$ cat src/rtl/bridge_pwm_pkg.sv
package bridge_pwm_pkg;

  localparam int NUM_OUT = 4;
  localparam int PS_W    = 4;

  // register addresses
  localparam int A_PERIOD  = 0;
  localparam int A_DUTY_HI = 1;
  localparam int A_CONFIG  = 2;
  localparam int A_DBAND   = 3;
  localparam int A_TIMER   = 4;

  typedef enum logic [1:0] {
    STEER_SINGLE = 2'b00,
    STEER_FWD    = 2'b01,
    STEER_HALF   = 2'b10,
    STEER_REV    = 2'b11
  } steer_e;

  typedef struct packed {
    logic adv;       // clock enable: state may move this cycle
    logic rollover;  // timer wraps to zero at this edge
  } pwm_strobe_t;

endpackage

$ cat src/rtl/bridge_pwm_ctrl.sv
module bridge_pwm_ctrl
  import bridge_pwm_pkg::*;
#(
  parameter int TMR_W  = 8,
  parameter int FRAC_W = 2,
  parameter int DB_W   = 7,
  parameter int ADDR_W = 3,
  parameter int DATA_W = 8,
  localparam int DUTY_W = TMR_W + FRAC_W
) (
  input  logic              clk,
  input  logic              rstN,
  input  logic              clkEn,
  input  logic              wrEn,
  input  logic [ADDR_W-1:0] wrAddr,
  input  logic [DATA_W-1:0] wrData,
  output pwm_strobe_t       strobe,
  output logic [DUTY_W-1:0] position,
  output logic [DUTY_W-1:0] dutyLive,
  output steer_e            steer,
  output logic              polAC,
  output logic              polBD,
  output logic [DB_W-1:0]   deadBand,
  output logic              tmrFlag
);

  logic [TMR_W-1:0]  periodReg, periodAct, tmr;
  logic [TMR_W-1:0]  dutyHiReg;
  logic [FRAC_W-1:0] dutyLoReg;
  logic [DUTY_W-1:0] dutyAct;
  logic [1:0]        psSel;
  logic              runBit;
  logic [PS_W-1:0]   psCnt, divMax;
  logic [FRAC_W-1:0] fine;
  logic              tick, rollover, loadShadow;

  // register writes
  always_ff @(posedge clk or negedge rstN) begin
    if (!rstN) begin
      periodReg <= '1;
      dutyHiReg <= '0;
      dutyLoReg <= '0;
      steer     <= STEER_SINGLE;
      polAC     <= 1'b0;
      polBD     <= 1'b0;
      deadBand  <= '0;
      psSel     <= '0;
      runBit    <= 1'b0;
    end else if (clkEn && wrEn) begin
      if (wrAddr == ADDR_W'(A_PERIOD))  periodReg <= wrData[TMR_W-1:0];
      if (wrAddr == ADDR_W'(A_DUTY_HI)) dutyHiReg <= wrData[TMR_W-1:0];
      if (wrAddr == ADDR_W'(A_CONFIG)) begin
        dutyLoReg <= wrData[FRAC_W-1:0];
        steer     <= steer_e'(wrData[3:2]);
        polAC     <= wrData[4];
        polBD     <= wrData[5];
      end
      if (wrAddr == ADDR_W'(A_DBAND))   deadBand  <= wrData[DB_W-1:0];
      if (wrAddr == ADDR_W'(A_TIMER)) begin
        psSel  <= wrData[1:0];
        runBit <= wrData[2];
      end
    end
  end

  // prescaler terminal count
  always_comb begin
    case (psSel)
      2'd0:    divMax = PS_W'(0);
      2'd1:    divMax = PS_W'(3);
      default: divMax = PS_W'(15);
    endcase
  end

  // fractional compare bits from the prescaler phase
  always_comb begin
    case (psSel)
      2'd0:    fine = '0;
      2'd1:    fine = psCnt[1:0];
      default: fine = psCnt[3:2];
    endcase
  end

  assign tick       = runBit && (psCnt >= divMax);
  assign rollover   = tick && (tmr >= periodAct);
  assign loadShadow = !runBit || rollover;

  always_ff @(posedge clk or negedge rstN) begin
    if (!rstN) begin
      psCnt     <= '0;
      tmr       <= '0;
      periodAct <= '1;
      dutyAct   <= '0;
      tmrFlag   <= 1'b0;
    end else if (clkEn) begin
      if (!runBit || tick) psCnt <= '0;
      else                 psCnt <= psCnt + 1'b1;
      if (!runBit || rollover) tmr <= '0;
      else if (tick)           tmr <= tmr + 1'b1;
      if (loadShadow) begin
        periodAct <= periodReg;
        dutyAct   <= {dutyHiReg, dutyLoReg};
      end
      tmrFlag <= rollover;
    end
  end

  assign position        = {tmr, fine};
  assign dutyLive        = dutyAct;
  assign strobe.adv      = clkEn;
  assign strobe.rollover = clkEn && rollover;


  tmr_in_range_chk: assert property (@(posedge clk) disable iff (!rstN)
    tmr <= periodAct);


  roll_wrap_chk: assert property (@(posedge clk) disable iff (!rstN)
    strobe.rollover |=> (tmr == '0) && tmrFlag);


  idle_hold_chk: assert property (@(posedge clk) disable iff (!rstN)
    (!runBit && clkEn) |=> (tmr == '0) && !tmrFlag);


  shadow_hold_chk: assert property (@(posedge clk) disable iff (!rstN)
    (runBit && !rollover) |=> $stable(periodAct) && $stable(dutyAct));


  sleep_timer_chk: assert property (@(posedge clk) disable iff (!rstN)
    !clkEn |=> $stable(tmr) && $stable(psCnt) && $stable(periodReg));

endmodule

$ cat src/rtl/bridge_pwm_dp.sv
module bridge_pwm_dp
  import bridge_pwm_pkg::*;
#(
  parameter int TMR_W  = 8,
  parameter int FRAC_W = 2,
  parameter int DB_W   = 7,
  localparam int DUTY_W = TMR_W + FRAC_W
) (
  input  logic              clk,
  input  logic              rstN,
  input  pwm_strobe_t       strobe,
  input  logic [DUTY_W-1:0] position,
  input  logic [DUTY_W-1:0] dutyLive,
  input  steer_e            steer,
  input  logic              polAC,
  input  logic              polBD,
  input  logic [DB_W-1:0]   deadBand,
  output logic [NUM_OUT-1:0] pinsQ
);

  logic               raw, rawQ, rawEdge, dbHold;
  logic [DB_W-1:0]    dbCnt;
  logic [NUM_OUT-1:0] act, pinsNext;

  assign raw     = position < dutyLive;
  assign rawEdge = raw ^ rawQ;
  assign dbHold  = (rawEdge && (deadBand != '0)) || (dbCnt != '0);

  // dead band counter, reloaded on every change of the modulated signal
  always_ff @(posedge clk or negedge rstN) begin
    if (!rstN) begin
      rawQ  <= 1'b0;
      dbCnt <= '0;
    end else if (strobe.adv) begin
      rawQ <= raw;
      if (rawEdge)           dbCnt <= (deadBand != '0) ? DB_W'(deadBand - 1'b1) : '0;
      else if (dbCnt != '0)  dbCnt <= dbCnt - 1'b1;
    end
  end

  // routing, bit 0 = A .. bit 3 = D
  always_comb begin
    act = '0;
    case (steer)
      STEER_SINGLE: act[0] = raw;
      STEER_FWD: begin
        act[0] = 1'b1;
        act[3] = raw;
      end
      STEER_HALF: begin
        act[0] = raw  && !dbHold;
        act[1] = !raw && !dbHold;
      end
      STEER_REV: begin
        act[2] = 1'b1;
        act[1] = raw;
      end
      default: act = '0;
    endcase
  end

  for (genvar i = 0; i < NUM_OUT; i++) begin : g_pol
    assign pinsNext[i] = act[i] ^ (((i % 2) == 1) ? polBD : polAC);
  end

  always_ff @(posedge clk or negedge rstN) begin
    if (!rstN)           pinsQ <= '0;
    else if (strobe.adv) pinsQ <= pinsNext;
  end


  sleep_pins_chk: assert property (@(posedge clk) disable iff (!rstN)
    !strobe.adv |=> $stable(pinsQ));


  dband_off_chk: assert property (@(posedge clk) disable iff (!rstN)
    (strobe.adv && steer == STEER_HALF && rawEdge && deadBand != '0)
      |=> pinsQ[1:0] == $past({polBD, polAC}));


  zero_duty_chk: assert property (@(posedge clk) disable iff (!rstN)
    (strobe.adv && steer == STEER_SINGLE && dutyLive == '0)
      |=> pinsQ[0] == $past(polAC));


  fwd_hold_chk: assert property (@(posedge clk) disable iff (!rstN)
    (strobe.adv && strobe.rollover && steer == STEER_FWD)
      |=> pinsQ[0] == !$past(polAC));

endmodule

$ cat src/rtl/bridge_pwm.sv
module bridge_pwm
  import bridge_pwm_pkg::*;
#(
  parameter int TMR_W  = 8,
  parameter int FRAC_W = 2,
  parameter int DB_W   = 7,
  parameter int ADDR_W = 3,
  parameter int DATA_W = 8,
  localparam int DUTY_W = TMR_W + FRAC_W
) (
  input  logic              clk,
  input  logic              rstN,
  input  logic              clkEn,
  input  logic              wrEn,
  input  logic [ADDR_W-1:0] wrAddr,
  input  logic [DATA_W-1:0] wrData,
  output logic [3:0]        pwmPins,
  output logic              tmrFlag
);

  pwm_strobe_t       strobe;
  logic [DUTY_W-1:0] position, dutyLive;
  steer_e            steer;
  logic              polAC, polBD;
  logic [DB_W-1:0]   deadBand;

  bridge_pwm_ctrl #(
    .TMR_W(TMR_W), .FRAC_W(FRAC_W), .DB_W(DB_W),
    .ADDR_W(ADDR_W), .DATA_W(DATA_W)
  ) u_ctrl (
    .clk(clk), .rstN(rstN), .clkEn(clkEn),
    .wrEn(wrEn), .wrAddr(wrAddr), .wrData(wrData),
    .strobe(strobe), .position(position), .dutyLive(dutyLive),
    .steer(steer), .polAC(polAC), .polBD(polBD),
    .deadBand(deadBand), .tmrFlag(tmrFlag)
  );

  bridge_pwm_dp #(
    .TMR_W(TMR_W), .FRAC_W(FRAC_W), .DB_W(DB_W)
  ) u_dp (
    .clk(clk), .rstN(rstN), .strobe(strobe),
    .position(position), .dutyLive(dutyLive),
    .steer(steer), .polAC(polAC), .polBD(polBD),
    .deadBand(deadBand), .pinsQ(pwmPins)
  );

endmodule

$ cat config.mk
export PLATFORM = sky130hd
export DESIGN_NAME = bridge_pwm
export DESIGN_NICKNAME = d
export VERILOG_FILES = /design/src/rtl/bridge_pwm_pkg.sv /design/src/rtl/bridge_pwm_ctrl.sv /design/src/rtl/bridge_pwm_dp.sv /design/src/rtl/bridge_pwm.sv
export SDC_FILE = /design/constraint.sdc
export NUM_CORES = 1
export LEC_CHECK = 0
export BUFFER_PORTS_ARGS = -buffer_cell sky130_fd_sc_hd__buf_2
export CELL_PAD_IN_SITES_DETAIL_PLACEMENT = 0
export CELL_PAD_IN_SITES_GLOBAL_PLACEMENT = 1
export CORE_ASPECT_RATIO = 0.6
export CORE_MARGIN = 4
export CORE_UTILIZATION = 53
export DETAILED_ROUTE_END_ITERATION = 10
export GPL_ROUTABILITY_DRIVEN = 0
export GPL_TIMING_DRIVEN = 0
export PLACE_DENSITY_LB_ADDON = 0.1
export SLEW_MARGIN = 10
export SYNTH_ARGS = -nofsm -noshare
export SYNTH_HDL_FRONTEND = slang
export SYNTH_SLANG_ARGS = --single-unit
$ cat constraint.sdc
create_clock -name clk -period 4 [get_ports clk]
set_clock_uncertainty 0.05 [all_clocks]
set_input_delay 0.4 -clock clk [delete_from_list [all_inputs] [get_ports clk]]
set_output_delay 0.4 -clock clk [all_outputs]
set_load 0.02 [all_outputs]
# Yosys cells after proc, flatten, opt, wreduce, memory -nomap -nowiden
# Index checks and enable logic that the tools add are counted.
# word_totals
reg_bits	75
inputBits	15
out_inout_bits	5
word_cells	76
# classes
addsub	4
order_cmp	3
eq_ne	8
n_mux	12
bitwise_logic	5
n_reduce_logical	27
# ops
operator	count
two-way mux 7 bit	3
two-way mux 8 bit	2
AND reduction 2 bit	8
nonzero test 7 bit	2
subtractor 7 x 1 -> 7 bit, second input constant	2
less-than comparator 10 bit	1
adder 8 x 1 -> 8 bit, second input constant	1
greater-or-equal comparator 8 bit	1
case mux 4 bit (2 select lines)	1
== test 3 x 2 -> 1 bit, second input constant	2
logical AND 1 bit	6
XOR 1 bit	5
adder 4 x 1 -> 4 bit, second input constant	1
== test 2 x 1 -> 1 bit, second input constant	2
== test 2 bit, second input constant	2
greater-or-equal comparator 4 bit	1
zero test 2 bit	2
two-way mux 4 bit	1
case mux 2 bit (2 select lines)	1
nonzero test 2 bit	2
== test 3 x 1 -> 1 bit, second input constant	1
== test 3 bit, second input constant	1
zero test 1 bit	3
zero test 3 bit	1
4 further kinds	7

# Depth between registers and ports, before layout
# logic_depth
depth_word	10
ltp_mapped	10
ltp_nobuf	9

# Cells and area by module
# From an unflattened synthesis, not the netlist that was laid out.
# unflattened
cells_unflattened	375
hier_area_um2	4286.6
# modules_own_cells
mod	n_inst	cells_each	area_per_inst_um2	seq_area_each_um2
bridge_pwm_ctrl	1	222	3006.6	1596.5
bridge_pwm_dp	1	153	1280.0	300.3

# Least setup slack after synthesis
# OpenSTA, ideal clock, no wires.
# synth_timing
path_kind	flip-flop to flip-flop
start	register u_ctrl.periodAct[0]
end	register u_ctrl.dutyAct[0], in the netlist u_ctrl.dutyLive[0]
setup_ns	0.069
t_arrival_ns	2.194
t_required_ns	3.881
slack_ns	1.687
stages_incl_launch_ff	10
path_buffers	2
period_less_slack_ns	2.313
cell_sequence	dfstp_2 -> ha_1 -> nand2b_1 -> a21o_1 -> a211o_1 -> a221oi_1 -> buf_2 -> buf_4 -> o211ai_1 -> nand3_1
# synth_via
elab_chain_cells	4
# synth_lines
item	line_no	source
start: declaration	bridge_pwm_ctrl.sv:27	logic [TMR_W-1:0] periodReg, periodAct, tmr;
start signal: assignment	bridge_pwm_ctrl.sv:101	periodAct <= periodReg;
greater-or-equal comparator 8 bit	bridge_pwm_ctrl.sv:85	assign rollover = tick && (tmr >= periodAct);
logical AND 1 bit	bridge_pwm_ctrl.sv:85	
logical OR 1 bit	bridge_pwm_ctrl.sv:86	assign loadShadow = !runBit || rollover;
AND reduction 2 bit (no line)	n/a	
end signal: assignment	bridge_pwm_ctrl.sv:102	dutyAct <= {dutyHiReg, dutyLoReg};
end: declaration	bridge_pwm_ctrl.sv:30	logic [DUTY_W-1:0] dutyAct;
# No other way between the ends.
# A chain may end at the register's enable or synchronous reset.

# Worst setup path after layout
# layout_timing
start	register u_ctrl.psSel[1]
end	register u_ctrl.psCnt[3]
# layout_via
elab_chain_cells	6
word_cells_on_any_way	7
classes_between	order compare (1); eq/ne (1); mux (2); reduce/logical (3)
# layout_lines
item	line_no	source
start: declaration	bridge_pwm_ctrl.sv:31	logic [1:0] psSel;
start signal: assignment	bridge_pwm_ctrl.sv:60	psSel <= wrData[1:0];
== test 2 x 1 -> 1 bit or zero test 2 bit (tied branches)	bridge_pwm_ctrl.sv:68	case (psSel)
case mux 4 bit (2 select lines) *	bridge_pwm_ctrl.sv:68	
greater-or-equal comparator 4 bit *	bridge_pwm_ctrl.sv:84	assign tick = runBit && (psCnt >= divMax);
logical AND 1 bit *	bridge_pwm_ctrl.sv:84	
logical OR 1 bit *	bridge_pwm_ctrl.sv:96	if (!runBit || tick) psCnt <= '0;
two-way mux 4 bit *	bridge_pwm_ctrl.sv:96	
end signal: assignment	bridge_pwm_ctrl.sv:97	else psCnt <= psCnt + 1'b1;
end: declaration	bridge_pwm_ctrl.sv:33	logic [PS_W-1:0] psCnt, divMax;
# Every way passes the cells marked *; elsewhere a longest branch is shown, timed or not.

==> out/qor.yml <==
crit_slowest_cell: "clkbuf_1"
floorplan.die.width_um: 125
clock_insertion_delay_worst_skew_ns: 0.34
numCtsBuffers: 9
rsz0062_at_grt: "no"
grt-ovfl-total: 0
post-route-util: 0.621
place_ws_ns: 1.18
synthArstFlopShare: 1.00
tritoncts: "done"
synth_top_cells_by_count: "59 x dfrtp_1, 31 x inv_1, 29 x mux2_2, 29 x nand3_1"
layout_cells_sized_above_1: 0.200
routed-via-count: 3727
num_rows: 25
num_antenna_cells: 0
drc: 0
timing.critical_path.depth: 9
cts.htree.levels: 3
yosys_warnings: 0
final_layout_net_count: 510
area_fraction_of_the_dominant_cell_type_after_synthesis: 0.339
power_mw: 3.11
yosys.cell_types.count: 59
status: "finished, final reports clean"
synth.largest_area_cell: "dfrtp_1"
dpl_cell_area_um2: 4610
worstHoldPathCells: 2
critical_path.most_common_cell: "a21oi_1"
worst-path-max-fanout: 10
syn_area_um2: 4360
cts_hold_repair.buffers: 1
postSynth.topFlopCell: "dfrtp_1"
reg2reg_slack_ns: 1.18
synth_sequential_area_ratio: 0.435
drtIter0Drc: 402
avgViaCountPerCell: 6.39
worst_ir_drop_vdd_mv: 0.322
yosys_register_bits: 75
post-place-cells: 566
synth_enable_flop_cells: 0
detail_route.wirelength_um: 11700
grt_pass1_vias: 3468
timing_worst_setup_path_type: "reg -> reg"
worst_ep_arrival_time_ns: 3.03
grt_max_degree: 39
root_buffer: "clkbuf_16"
total_number_of_clock_tree_sinks: 75
hold_class: "in -> reg"
regToRegEndpoint: "u_ctrl.psCnt[3]"
yosysMostFrequentCell: "dfrtp_1"
period_minus_slack_ns: 2.82
timing.critical_path.cells: "or2_2 > ha_1 > nand2b_1 > a21oi_1 > o21bai_1 > a21oi_1 > clkbuf_1 > a21oi_1 > nor2_1"
timing.hold.worst_endpoint: "u_ctrl.periodReg[7]"
start_util: 0.548
post_cts_buffers: 0
die_h_um: 78.2
slew-limit-headroom: 0.210
synth_area_per_cell_um2: 9.95
top_level_ports: 20
timing.critical_path.buf_inv: 1
worst_tran_pin_value_ns: 1.18
cp.required_ns: 4.22
max_cap_viol_count: 0
clk_pin_slew_worst_paths_ns: 0.06
layout_setup_ws_ns: 1.18
dpl.hpwl_um: 8570
drt-pass1-iter-count: 5
hold_viol_final: 0
syn-instance-count: 438
ctsLongestPathBuffers: 2
crit_path_end_kind: "register"
power.density_nw_per_um2: 631
post_cts_resize_count: 0
final-setup-viol-count: 0
floorplan.die_area_um2: 9780
whs_ns: 0.257
post_drt_wl_per_cell_um: 20.0
synth_area_leaders: "dfrtp_1 34%, dfstp_2 9.6%, mux2_2 7.5%, ha_1 7.2%, nand4_1 3.6%"
place.port_buffers: 19
timing.critical_path.max_delay_family: "compound AO/OA/AOI/OAI gates"
finalInstanceArea_um2: 4940
coreArea_um2: 7950
track_usage: 0.248
maximum_single_stage_delay_on_the_critical_path_ns: 0.48
slew_violations: 0
antenna_found_initial: 0
max_frequency_ghz: 0.355
finish.cell_count_without_fillers: 583
fin_crit_sh: 0.704
worstReg2RegStart: "u_ctrl.psSel[1]"
postRouteAntennaNets: 0
cp-start-kind: "register"
synthesis.nets: 478
grt_pass1_wl_um: 19100
r2r_cells: 9
cellLeakagePower_nw: 2.16
area_growth_syn_to_layout_pct: 13.3
worst_hold_startpoint: "wrData[7]"
finalSetupTns_ns: 0
[metal layers]
| metal | part of all wire | up-vias | GRT usage |
|---|---|---|---|
| li1 | - | 1711 | - |
| met2 | 0.40 | 145 | 0.341 |
| met1 | 0.52 | 1860 | 0.392 |
| met3 | 0.072 | 11 | 0.0632 |
| met5 | 0 | - | 0 |
| met4 | 0.0094 | 0 | 0.0487 |
[cells by family after synthesis]
family                     Yosys count  synth area share
AOI/OAI and AO/OA                  105             0.172
xor gates and xnor gates            12            0.0241
adders and majority gates           25            0.0718
buffers and inverters               55            0.0508
DFF                                 75             0.435
muxes                               30            0.0773
and+or+nand+nor                    136             0.169
[cell usage in the layout, fill, tap and decap left out, drive strengths merged, types with 3 or more instances in the layout]
cell,instances
dfrtp,59
inv,33
nand3,29
mux2,29
clkbuf,27
buf,26
nand4,25
ha,25
o211ai,20
a22oi,20
nand2,19
nor2,19
dfstp,16
a21oi,15
o21ai,14
xor2,10
or3,9
nor3,9
nand2b,6
a211o,5
a21o,4
a31oi,4
and2,4
or2,3
a221o,3
and3,3
[flip-flops by register name, indices dropped and copies added, names as in the netlist]
name and flops:
u_ctrl.periodAct 8, u_dp.dbCnt 7, u_dp.rawQ 1, u_ctrl.polBD 1, u_ctrl.tmrFlag 1, u_ctrl.dutyHiReg 8, u_ctrl.dutyLoReg 2, u_ctrl.polAC 1
u_ctrl.psCnt 4, u_ctrl.deadBand 7, u_ctrl.runBit 1, u_ctrl.periodReg 8, u_dp.pinsQ 4, u_ctrl.steer 2, u_ctrl.psSel 2, u_ctrl.tmr 8
u_ctrl.dutyLive 10
[power breakdown]
group	internal (mW)	switching, mW
Sequential	1.02	0.214
Combinational	0.419	0.589
Clock	0.547	0.322
[area by class of cell]
class	count	area [um2]
timing repair buffer	21	128
clock buffer	10	229
tap	108	135
buffer	23	101
multi-input combinational	308	2240
clock inverter	6	88.8
inverter	32	120
fill	675	3010
sequential	75	1900
[how the worst max path moves through the flow]
stage                             start                 end  slack (ns)
floorplan           u_ctrl.periodAct[0]  u_ctrl.dutyLive[0]        1.69
global placement        u_ctrl.psSel[1]     u_ctrl.psCnt[2]        1.23
detailed placement      u_ctrl.psSel[1]     u_ctrl.psCnt[3]        1.18
CTS                     u_ctrl.psSel[1]     u_ctrl.psCnt[3]        1.16
global route            u_ctrl.psSel[1]     u_ctrl.psCnt[2]        1.02
finish                  u_ctrl.psSel[1]     u_ctrl.psCnt[3]        1.18
[worst register-to-register path: stages (launching register included)]
cell and delay, ns:
dfrtp_1 0.44, or2_2 0.35, ha_1 0.28, nand2b_1 0.14, a21oi_1 0.20, o21bai_1 0.10
a21oi_1 0.41, clkbuf_1 0.48, a21oi_1 0.18, nor2_1 0.13
Power figures use the tool's default switching activity.
